===== src/rtl/xlat_pkg.sv =====
package xlat_pkg;
  typedef enum logic [2:0] {
    FLT_NONE = 3'd0,
    FLT_SEG  = 3'd1,
    FLT_PAGE = 3'd2,
    FLT_SPEC = 3'd3,
    FLT_PROT = 3'd4
  } flt_e;

  typedef enum logic [1:0] {
    ST_IDLE,
    ST_WAIT,
    ST_DONE
  } st_e;

  localparam logic [1:0] ACC_READ  = 2'd0;
  localparam logic [1:0] ACC_WRITE = 2'd1;
  localparam logic [1:0] ACC_FETCH = 2'd2;

  localparam logic [1:0] SPC_SEC  = 2'd2;
  localparam logic [1:0] SPC_HOME = 2'd3;

  // descriptor bit positions
  localparam int D_INV    = 5;
  localparam int D_REAL   = 4;
  localparam int D_TYPE   = 2;
  localparam int PTE_INV  = 10;
  localparam int PTE_RO   = 9;
endpackage


===== src/rtl/xlat_root_sel.sv =====
module xlat_root_sel
  import xlat_pkg::*;
#(
  parameter int VA_W       = 64,
  parameter int PAGE_SHIFT = 12,
  parameter int PX_W       = 8,
  parameter int IX_W       = 11,
  parameter int LEVELS     = 4
) (
  input  logic [VA_W-1:0] va,
  input  logic [1:0]      kind,
  input  logic [1:0]      mode,
  input  logic [VA_W-1:0] root_pri,
  input  logic [VA_W-1:0] root_sec,
  input  logic [VA_W-1:0] root_home,
  output logic [VA_W-1:0] root,
  output logic [1:0]      code,
  output logic [2:0]      pmask,
  output logic            range_bad
);
  localparam int TW = $clog2(LEVELS);
  localparam int LO = PAGE_SHIFT + PX_W + IX_W;

  logic [LEVELS-1:0] too_big;
  logic              is_fetch;
  logic              unused_lo;

  assign unused_lo = ^va[LO-1:0];
  assign is_fetch  = (kind == ACC_FETCH);

  // per root type: bits above the reach of that root must be clear
  for (genvar t = 0; t < LEVELS; t++) begin : g_reach
    localparam int LIM = PAGE_SHIFT + PX_W + (t + 1) * IX_W;
    if (LIM >= VA_W) begin : g_full
      assign too_big[t] = 1'b0;
    end else begin : g_part
      assign too_big[t] = |va[VA_W-1:LIM];
    end
  end

  always_comb begin
    root  = root_pri;
    code  = 2'd1;
    pmask = 3'b111;
    if (mode == SPC_HOME) begin
      root = root_home;
      code = 2'd3;
    end else if (mode == SPC_SEC) begin
      if (is_fetch) begin
        pmask = 3'b001;
      end else begin
        root  = root_sec;
        code  = 2'd2;
        pmask = 3'b110;
      end
    end
  end

  assign range_bad = too_big[root[D_TYPE +: TW]];
endmodule


===== src/rtl/xlat_entry_addr.sv =====
module xlat_entry_addr #(
  parameter int VA_W       = 64,
  parameter int PAGE_SHIFT = 12,
  parameter int PX_W       = 8,
  parameter int IX_W       = 11,
  parameter int LEVELS     = 4
) (
  input  logic [VA_W-1:0]            origin,
  input  logic [VA_W-1:0]            va,
  input  logic [$clog2(LEVELS)-1:0]  lvl,
  input  logic                       is_page,
  output logic [VA_W-1:0]            addr
);
  logic [IX_W-1:0] idx_arr [LEVELS];
  logic            unused_lo;

  assign unused_lo = ^va[PAGE_SHIFT-1:0];

  for (genvar l = 0; l < LEVELS; l++) begin : g_idx
    assign idx_arr[l] = va[PAGE_SHIFT + PX_W + l * IX_W +: IX_W];
  end

  always_comb begin
    if (is_page)
      addr = origin + VA_W'({va[PAGE_SHIFT +: PX_W], 3'b000});
    else
      addr = origin + VA_W'({idx_arr[lvl], 3'b000});
  end
endmodule


===== src/rtl/xlat_finish.sv =====
module xlat_finish #(
  parameter int          VA_W       = 64,
  parameter int          PAGE_SHIFT = 12,
  parameter logic [63:0] LOW_LIMIT  = 64'h2000,
  parameter logic [63:0] MEM_SIZE   = 64'h0100_0000
) (
  input  logic [VA_W-1:0]            raw,
  input  logic [2:0]                 perm_in,
  input  logic                       ok,
  input  logic [VA_W-1:0]            prefix,
  output logic [VA_W-1:0]            real_o,
  output logic                       key_ref,
  output logic                       key_chg,
  output logic [VA_W-PAGE_SHIFT-1:0] key_frame
);
  logic hit;
  logic unused_lo;

  assign unused_lo = perm_in[0];
  assign real_o    = (raw < VA_W'(LOW_LIMIT)) ? raw + prefix : raw;
  assign hit       = ok && (real_o < VA_W'(MEM_SIZE));
  assign key_ref   = hit && perm_in[2];
  assign key_chg   = hit && perm_in[1];
  assign key_frame = hit ? real_o[VA_W-1:PAGE_SHIFT] : '0;
endmodule


===== src/rtl/xlat_walker.sv =====
module xlat_walker
  import xlat_pkg::*;
#(
  parameter int          VA_W       = 64,
  parameter int          PAGE_SHIFT = 12,
  parameter int          PX_W       = 8,
  parameter int          IX_W       = 11,
  parameter int          LEVELS     = 4,
  parameter logic [63:0] LOW_LIMIT  = 64'h2000,
  parameter logic [63:0] MEM_SIZE   = 64'h0100_0000
) (
  input  logic                       clk,
  input  logic                       rst,
  input  logic                       req_valid,
  output logic                       req_ready,
  input  logic [VA_W-1:0]            req_vaddr,
  input  logic [1:0]                 req_kind,
  input  logic [1:0]                 req_mode,
  input  logic                       dat_en,
  input  logic                       mode64,
  input  logic [VA_W-1:0]            root_pri,
  input  logic [VA_W-1:0]            root_sec,
  input  logic [VA_W-1:0]            root_home,
  input  logic [VA_W-1:0]            prefix,
  output logic                       mem_req,
  output logic [VA_W-1:0]            mem_addr,
  input  logic                       mem_valid,
  input  logic [VA_W-1:0]            mem_rdata,
  output logic                       done,
  output logic [2:0]                 fault,
  output logic [VA_W-1:0]            real_addr,
  output logic [2:0]                 perm,
  output logic [VA_W-1:0]            xword,
  output logic                       key_ref,
  output logic                       key_chg,
  output logic [VA_W-PAGE_SHIFT-1:0] key_frame
);
  localparam int TW     = $clog2(LEVELS);
  localparam int SEG_AL = PX_W + 3;
  localparam int FR_W   = VA_W - PAGE_SHIFT;

  st_e               state;
  logic [VA_W-1:0]   va_q;
  logic [1:0]        kind_q;
  logic [1:0]        code_q;
  logic [2:0]        pmask_q;
  logic [TW-1:0]     lvl_q;
  logic              page_q;
  logic              wr_q;
  logic [VA_W-1:0]   real_q;
  flt_e              res_q;

  // request side
  logic [VA_W-1:0]   va_m, va_eff;
  logic [VA_W-1:0]   root;
  logic [1:0]        code;
  logic [2:0]        pmask;
  logic              range_bad;
  logic [TW-1:0]     rtype;
  logic              unused_bits;

  assign req_ready = (state == ST_IDLE);
  assign va_m      = mode64 ? req_vaddr : {{(VA_W-31){1'b0}}, req_vaddr[30:0]};
  assign va_eff    = {va_m[VA_W-1:PAGE_SHIFT], {PAGE_SHIFT{1'b0}}};
  assign rtype     = root[D_TYPE +: TW];
  assign unused_bits = ^{req_vaddr[PAGE_SHIFT-1:0], root[PAGE_SHIFT-1:0], mem_rdata[SEG_AL-1:0]};

  xlat_root_sel #(
    .VA_W(VA_W), .PAGE_SHIFT(PAGE_SHIFT), .PX_W(PX_W), .IX_W(IX_W), .LEVELS(LEVELS)
  ) u_root (
    .va(va_eff), .kind(req_kind), .mode(req_mode),
    .root_pri(root_pri), .root_sec(root_sec), .root_home(root_home),
    .root(root), .code(code), .pmask(pmask), .range_bad(range_bad)
  );

  // next-read selection: from the root when idle, from the entry while walking
  logic [VA_W-1:0] nx_origin, nx_va, nx_addr;
  logic [TW-1:0]   nx_lvl, exp_type;
  logic            nx_page;

  assign exp_type = (lvl_q == '0) ? '0 : lvl_q - TW'(1);

  always_comb begin
    if (state == ST_IDLE) begin
      nx_origin = {root[VA_W-1:PAGE_SHIFT], {PAGE_SHIFT{1'b0}}};
      nx_va     = va_eff;
      nx_lvl    = rtype;
      nx_page   = 1'b0;
    end else begin
      nx_va     = va_q;
      nx_lvl    = exp_type;
      nx_page   = (lvl_q == '0);
      nx_origin = (lvl_q == '0) ? {mem_rdata[VA_W-1:SEG_AL], {SEG_AL{1'b0}}}
                                : {mem_rdata[VA_W-1:PAGE_SHIFT], {PAGE_SHIFT{1'b0}}};
    end
  end

  xlat_entry_addr #(
    .VA_W(VA_W), .PAGE_SHIFT(PAGE_SHIFT), .PX_W(PX_W), .IX_W(IX_W), .LEVELS(LEVELS)
  ) u_eaddr (
    .origin(nx_origin), .va(nx_va), .lvl(nx_lvl), .is_page(nx_page), .addr(nx_addr)
  );

  // result side
  logic            prot;
  flt_e            fin_fault;
  logic            ok;
  logic [2:0]      perm_c;
  logic [VA_W-1:0] fin_real;
  logic            fin_ref, fin_chg;
  logic [FR_W-1:0] fin_frame;

  assign perm_c    = {1'b1, wr_q, 1'b1} & pmask_q;
  assign prot      = (res_q == FLT_NONE) && (kind_q == ACC_WRITE) && !wr_q;
  assign fin_fault = prot ? FLT_PROT : res_q;
  assign ok        = (fin_fault == FLT_NONE);

  xlat_finish #(
    .VA_W(VA_W), .PAGE_SHIFT(PAGE_SHIFT), .LOW_LIMIT(LOW_LIMIT), .MEM_SIZE(MEM_SIZE)
  ) u_fin (
    .raw(real_q), .perm_in(perm_c), .ok(ok), .prefix(prefix),
    .real_o(fin_real), .key_ref(fin_ref), .key_chg(fin_chg), .key_frame(fin_frame)
  );

  always_ff @(posedge clk) begin
    if (rst) begin
      state     <= ST_IDLE;
      va_q      <= '0;
      kind_q    <= '0;
      code_q    <= '0;
      pmask_q   <= '0;
      lvl_q     <= '0;
      page_q    <= 1'b0;
      wr_q      <= 1'b0;
      real_q    <= '0;
      res_q     <= FLT_NONE;
      mem_req   <= 1'b0;
      mem_addr  <= '0;
      done      <= 1'b0;
      fault     <= 3'd0;
      real_addr <= '0;
      perm      <= '0;
      xword     <= '0;
      key_ref   <= 1'b0;
      key_chg   <= 1'b0;
      key_frame <= '0;
    end else begin
      mem_req <= 1'b0;
      done    <= 1'b0;
      key_ref <= 1'b0;
      key_chg <= 1'b0;
      unique case (state)
        ST_IDLE: begin
          if (req_valid) begin
            va_q   <= va_eff;
            kind_q <= req_kind;
            code_q <= code;
            wr_q   <= 1'b1;
            res_q  <= FLT_NONE;
            real_q <= '0;
            if (!dat_en) begin
              pmask_q <= 3'b111;
              real_q  <= va_eff;
              state   <= ST_DONE;
            end else begin
              pmask_q <= pmask;
              if (range_bad) begin
                res_q <= FLT_SPEC;
                state <= ST_DONE;
              end else if (root[D_INV]) begin
                res_q <= FLT_SEG;
                state <= ST_DONE;
              end else if (root[D_REAL]) begin
                real_q <= va_eff;
                state  <= ST_DONE;
              end else begin
                lvl_q    <= rtype;
                page_q   <= 1'b0;
                mem_req  <= 1'b1;
                mem_addr <= nx_addr;
                state    <= ST_WAIT;
              end
            end
          end
        end
        ST_WAIT: begin
          if (mem_valid) begin
            if (page_q) begin
              if (mem_rdata[PTE_INV]) begin
                res_q <= FLT_PAGE;
              end else begin
                real_q <= {mem_rdata[VA_W-1:PAGE_SHIFT], {PAGE_SHIFT{1'b0}}};
                wr_q   <= !mem_rdata[PTE_RO];
              end
              state <= ST_DONE;
            end else if (mem_rdata[D_INV]) begin
              res_q <= FLT_SEG;
              state <= ST_DONE;
            end else if (mem_rdata[D_TYPE +: TW] != exp_type) begin
              res_q <= FLT_SPEC;
              state <= ST_DONE;
            end else begin
              lvl_q    <= exp_type;
              page_q   <= (lvl_q == '0);
              mem_req  <= 1'b1;
              mem_addr <= nx_addr;
            end
          end
        end
        ST_DONE: begin
          done      <= 1'b1;
          fault     <= fin_fault;
          real_addr <= ok ? fin_real : '0;
          perm      <= ok ? perm_c : 3'b000;
          xword     <= ok ? '0 : (va_q | VA_W'(code_q) | (prot ? VA_W'(4) : '0));
          key_ref   <= fin_ref;
          key_chg   <= fin_chg;
          key_frame <= fin_frame;
          state     <= ST_IDLE;
        end
        default: state <= ST_IDLE;
      endcase
    end
  end

  // done and table reads are single-cycle pulses, none while idle
  assert_done_pulse_R13: assert property (@(posedge clk) disable iff (rst)
    done |=> !done);
  assert_req_pulse_R13: assert property (@(posedge clk) disable iff (rst)
    mem_req |=> !mem_req);
  assert_busy_not_ready_R13: assert property (@(posedge clk) disable iff (rst)
    mem_req |-> !req_ready);
  // untranslated requests never touch memory
  assert_dat_off_noread_R1: assert property (@(posedge clk) disable iff (rst)
    (req_valid && req_ready && !dat_en) |=> !mem_req);
  // a protection fault always marks the exception word
  assert_prot_word_R8: assert property (@(posedge clk) disable iff (rst)
    (done && fault == 3'd4) |-> (xword[2] && perm == 3'b000));
  // key updates only accompany a successful result
  assert_key_success_R12: assert property (@(posedge clk) disable iff (rst)
    (key_ref || key_chg) |-> (done && fault == 3'd0));
endmodule


===== config.mk =====
export PLATFORM = sky130hd
export DESIGN_NAME = xlat_walker
export DESIGN_NICKNAME = d
export VERILOG_FILES = /design/src/rtl/xlat_pkg.sv /design/src/rtl/xlat_root_sel.sv /design/src/rtl/xlat_entry_addr.sv /design/src/rtl/xlat_finish.sv /design/src/rtl/xlat_walker.sv
export SDC_FILE = /design/constraint.sdc
export NUM_CORES = 1
export LEC_CHECK = 0
export CAP_MARGIN = 20
export CELL_PAD_IN_SITES_DETAIL_PLACEMENT = 0
export CELL_PAD_IN_SITES_GLOBAL_PLACEMENT = 1
export CORE_MARGIN = 4
export CORE_UTILIZATION = 30
export CTS_CLUSTER_SIZE = 40
export DETAILED_ROUTE_END_ITERATION = 8
export DONT_BUFFER_PORTS = 1
export PLACE_DENSITY = 0.58
export SYNTH_ARGS = -nofsm -noshare
export SYNTH_HDL_FRONTEND = slang
export SYNTH_SLANG_ARGS = --single-unit
export TNS_END_PERCENT = 20

===== constraint.sdc =====
create_clock -name clk -period 9.85 [get_ports clk]
set_input_delay 0.985 -clock clk [delete_from_list [all_inputs] [get_ports clk]]
set_output_delay 0.985 -clock clk [all_outputs]
set_load 0.01 [all_outputs]

==> summary.txt <==
Cells and area
  – Commonest non-fill, non-tap cell in the layout: dfxtp_1
  – Cell area after layout: 22350 um^2
  – Area delta synth->final: 10.14%
  – Final Util: 33.28%
  – Fin nets: about 2900
  – Most frequent cells in the layout: 359 x dfxtp_1, 357 x nand2_1, 317 x a21oi_1, 289 x nor2_1, 98 x nand3_1
  – Layout cells sized above 1: under 10%

Clock network
  – Cts repair resizes: 0
  – H-tree levels: 2
  – Sink Count: about 360
  – CTS tree: done
  – Clock slew at reported path FFs: ~0.06 ns
  – Worst skew pair latency: 0.60 ns
  – Clock Path Buffers: 3
  – Root buffer cell: clkbuf_16
  – Total CTS buffers: between 40 and 50
  – Cts hold-fix bufs: 0
  – Postcts setup bufs: 0

Drt
  – Vias per inst: roughly 5.8
  – DRC violations left: 0
  – Routed WL per cell: 29.72 um
  – Total wire length: between 100000 and 150000 um
  – Antenna-violating nets left: 0
  – Iter 0 DRT Violations: 1566
  – Routed via count: roughly 20000
  – Router iterations before antenna repair: 6

Yosys
  – EDFF count, synth: 0
  – Seq cells post-synth: 359
  – Synth warnings: 0
  – Seq/Total Area, Yosys: 35.41%
  – Post-synthesis xor/xnor area fraction: 4.143%
  – Synth Instances: about 2600
  – Largest family of logic cells by synthesized area: compound AO/OA/AOI/OAI gates
  – Mapped Avg Cell Area: between 7 and 8 um^2
  – Cell variety after synth: 97
  – Mux share of post-synthesis cell area: under 10%
  – Simple-gate share of the synthesized area: around a quarter
  – Post-synth top flop: dfxtp_1
  – Synthesized area: approximately 20000 um^2
  – Async set-reset flop share out of synthesis: 0%
  – Post-synthesis compound-gate area fraction: 24.26%
  – Adder-cell share of the synthesized area: under 10%

Setup path
  – Reg2reg end: mem_addr[63]
  – Max FO, Critical Path: 50
  – Reg-to-reg setup timing slack: 3.44 ns
  – Setup crit end kind: flop
  – R2R Path Start: state[1]
  – FF-to-FF path depth: 20
  – Worst EP required: 10.32 ns
  – Worst Path Class, Setup: flop to flop
  – Critical Path AT: approximately 6.9 ns
  – Startpoint types: flop

Pwr
  – Static Leakage: just under 0.008 uW
  – PwrDens: between 150 and 200 nW/um^2
  – Total Power: approximately 4200 uW
  – Max VDD drop: between 100 and 150 uV

Global route
  – All-Layer GR Usage: ~27%
  – Initial antenna violation count: 15
  – Global-route wire length before repair: about 140000 um
  – Largest net degree at the start of global routing: 301
  – Vias in the first global route: roughly 19000
  – Grt ovf: 0

Min path
  – Hold depth: 2
  – Hold Crit Endpoint: kind_q[0]
  – Hold_sp: kind_q[0]
  – Hold Path Class: flop to flop

Placed design
  – Dpl cell area: approximately 21000 um^2
  – HPWL Detailed: 79460 um
  – # port buffers: 0
  – Gpl congestion: a little over 0.9

STA
  – RSZ-0062 raised after global routing: no
  – Final setup viols: 0
  – Clock skew: between 0.03 and 0.04 ns
  – Hold slack: ~0.46 ns
  – Worst slew margin: between 20% and 30%
  – Slew Limit Fails: 0
  – Tmin final: roughly 6.4 ns
  – Tcrit/Tclk final: ~65%
  – Slew @ Worst Pin: about 1.1 ns
  – Peak Freq: 156.1 MHz
  – Fin. Hold Viols: 0
  – TNS Setup: 0 ns

Floorplanning
  – Die Wd: 268.1 um
  – Die ar.: around 72000 um^2
  – I/O Pins: 649
  – Die Y: 268.1 um
  – Row cnt: 95
  – Initial core utilization: a little under a third
  – Core box area: between 60000 and 70000 um^2

Outcome
  – Status: finished, final reports clean

Flow run
  – Maxcap violations: 0
[kinds of logic after synthesis]
family,count (synthesis)
buffers and inverters,242
xor gates and xnor gates,96
adders and majority gates,56
and+or+nand+nor,1043
AOI/OAI and AO/OA,755
DFF,359
other,1
muxes,51
[stage by stage]
step,std cells,setup slack [ns]
final,3389,3.444
after global routing,3385,3.004
after CTS,3376,3.123
after detailed placement,3296,2.750
after global placement,3296,2.778
after floorplan,2614,3.993
[final cells by class]
cell class | instances | area (um^2)
diodes | 11 | 27.53
clock buffers | 60 | 1241
clock inverters | 20 | 315.3
fillers | 7145 | 44810
inverters | 23 | 87.58
multi-input cells | 2013 | 12140
flip-flops and latches | 359 | 7187
well taps | 873 | 1092
repair buffers | 30 | 257.7
[report_power, final]
part | leakage, uW | switching, uW | internal [uW]
Combinational | 0.00420 | 542 | 291
Sequential | 0.00292 | 101 | 1510
Clock | 0.000751 | 698 | 1050
[cell usage after synthesis, drive strengths merged (9+ instances only)]
library cell / n / area share [%]
and2: 60 / 1.8
mux4: 11 / 1.2
inv: 22 / 0.41
clkbuf: 141 / 2.6
nand4: 22 / 0.68
nor2: 294 / 5.5
a221oi: 53 / 2.4
nand2b: 22 / 0.68
o31ai: 10 / 0.51
nand3: 99 / 2.5
o221a: 12 / 0.67
or2: 9 / 0.28
nand3b: 9 / 0.33
a211oi: 49 / 1.8
nand2: 360 / 6.7
o21ai: 78 / 2.1
ha: 54 / 3.3
or3: 11 / 0.34
a21oi: 321 / 8.0
dfxtp: 359 / 35
o211ai: 28 / 1.1
a21o: 21 / 0.78
a2bb2oi: 11 / 0.47
o21bai: 11 / 0.41
o22ai: 29 / 0.89
mux2i: 40 / 2.0
buf: 78 / 2.4
nor2b: 12 / 0.37
and3b: 9 / 0.39
xnor2: 49 / 2.1
nor3: 78 / 2.0
xor2: 47 / 2.0
a31oi: 24 / 0.74
a22oi: 47 / 1.7
nor4: 30 / 1.2
[worst max-delay path by stage]
stage | start | to | cells past startpoint | slack [ns]
floorplan | req_mode[0] | mem_addr[59] | 28 | 3.99
global placement | req_kind[0] | mem_addr[63] | 22 | 2.78
detailed placement | req_kind[0] | mem_addr[63] | 22 | 2.75
CTS | state[1] | mem_addr[63] | 20 | 3.12
global route | state[1] | mem_addr[55] | 19 | 3.00
finish | state[1] | mem_addr[63] | 20 | 3.44
[registers in the layout (all words and copies together), names as in the netlist]
name	cells
real_addr	64
mem_addr	61
xword	55
key_frame	52
real_q	52
va_q	52
perm	3
code_q	2
fault	2
kind_q	2
lvl_q	2
pmask_q	2
res_q	2
state	2
done	1
key_chg	1
key_ref	1
mem_req	1
page_q	1
wr_q	1
[critical path, cell delays in order, from the launching register on]
cell	delay, ns
dfxtp_1	0.56
or2_2	0.73
clkinv_2	0.61
buf_4	0.52
nand2_1	0.15
nand2_1	0.39
mux2i_1	0.23
nor2_1	0.19
ha_1	0.23
fa_1	0.22
a21oi_1	0.08
o21ba_2	0.26
and4bb_2	0.25
and2b_1	0.30
nor4bb_2	0.26
buf_4	0.20
nor4b_4	0.39
nand2_2	0.17
nor3_2	0.17
xnor2_1	0.08
a22o_1	0.18
[per-layer routing]
metal	wire length (um)	global-route usage [%]
met5	53	0
met1	40580	32.98
met4	3618	9.544
met2	47680	44.73
met3	8781	7.645
No activity file was read; power rests on OpenSTA's default activity.
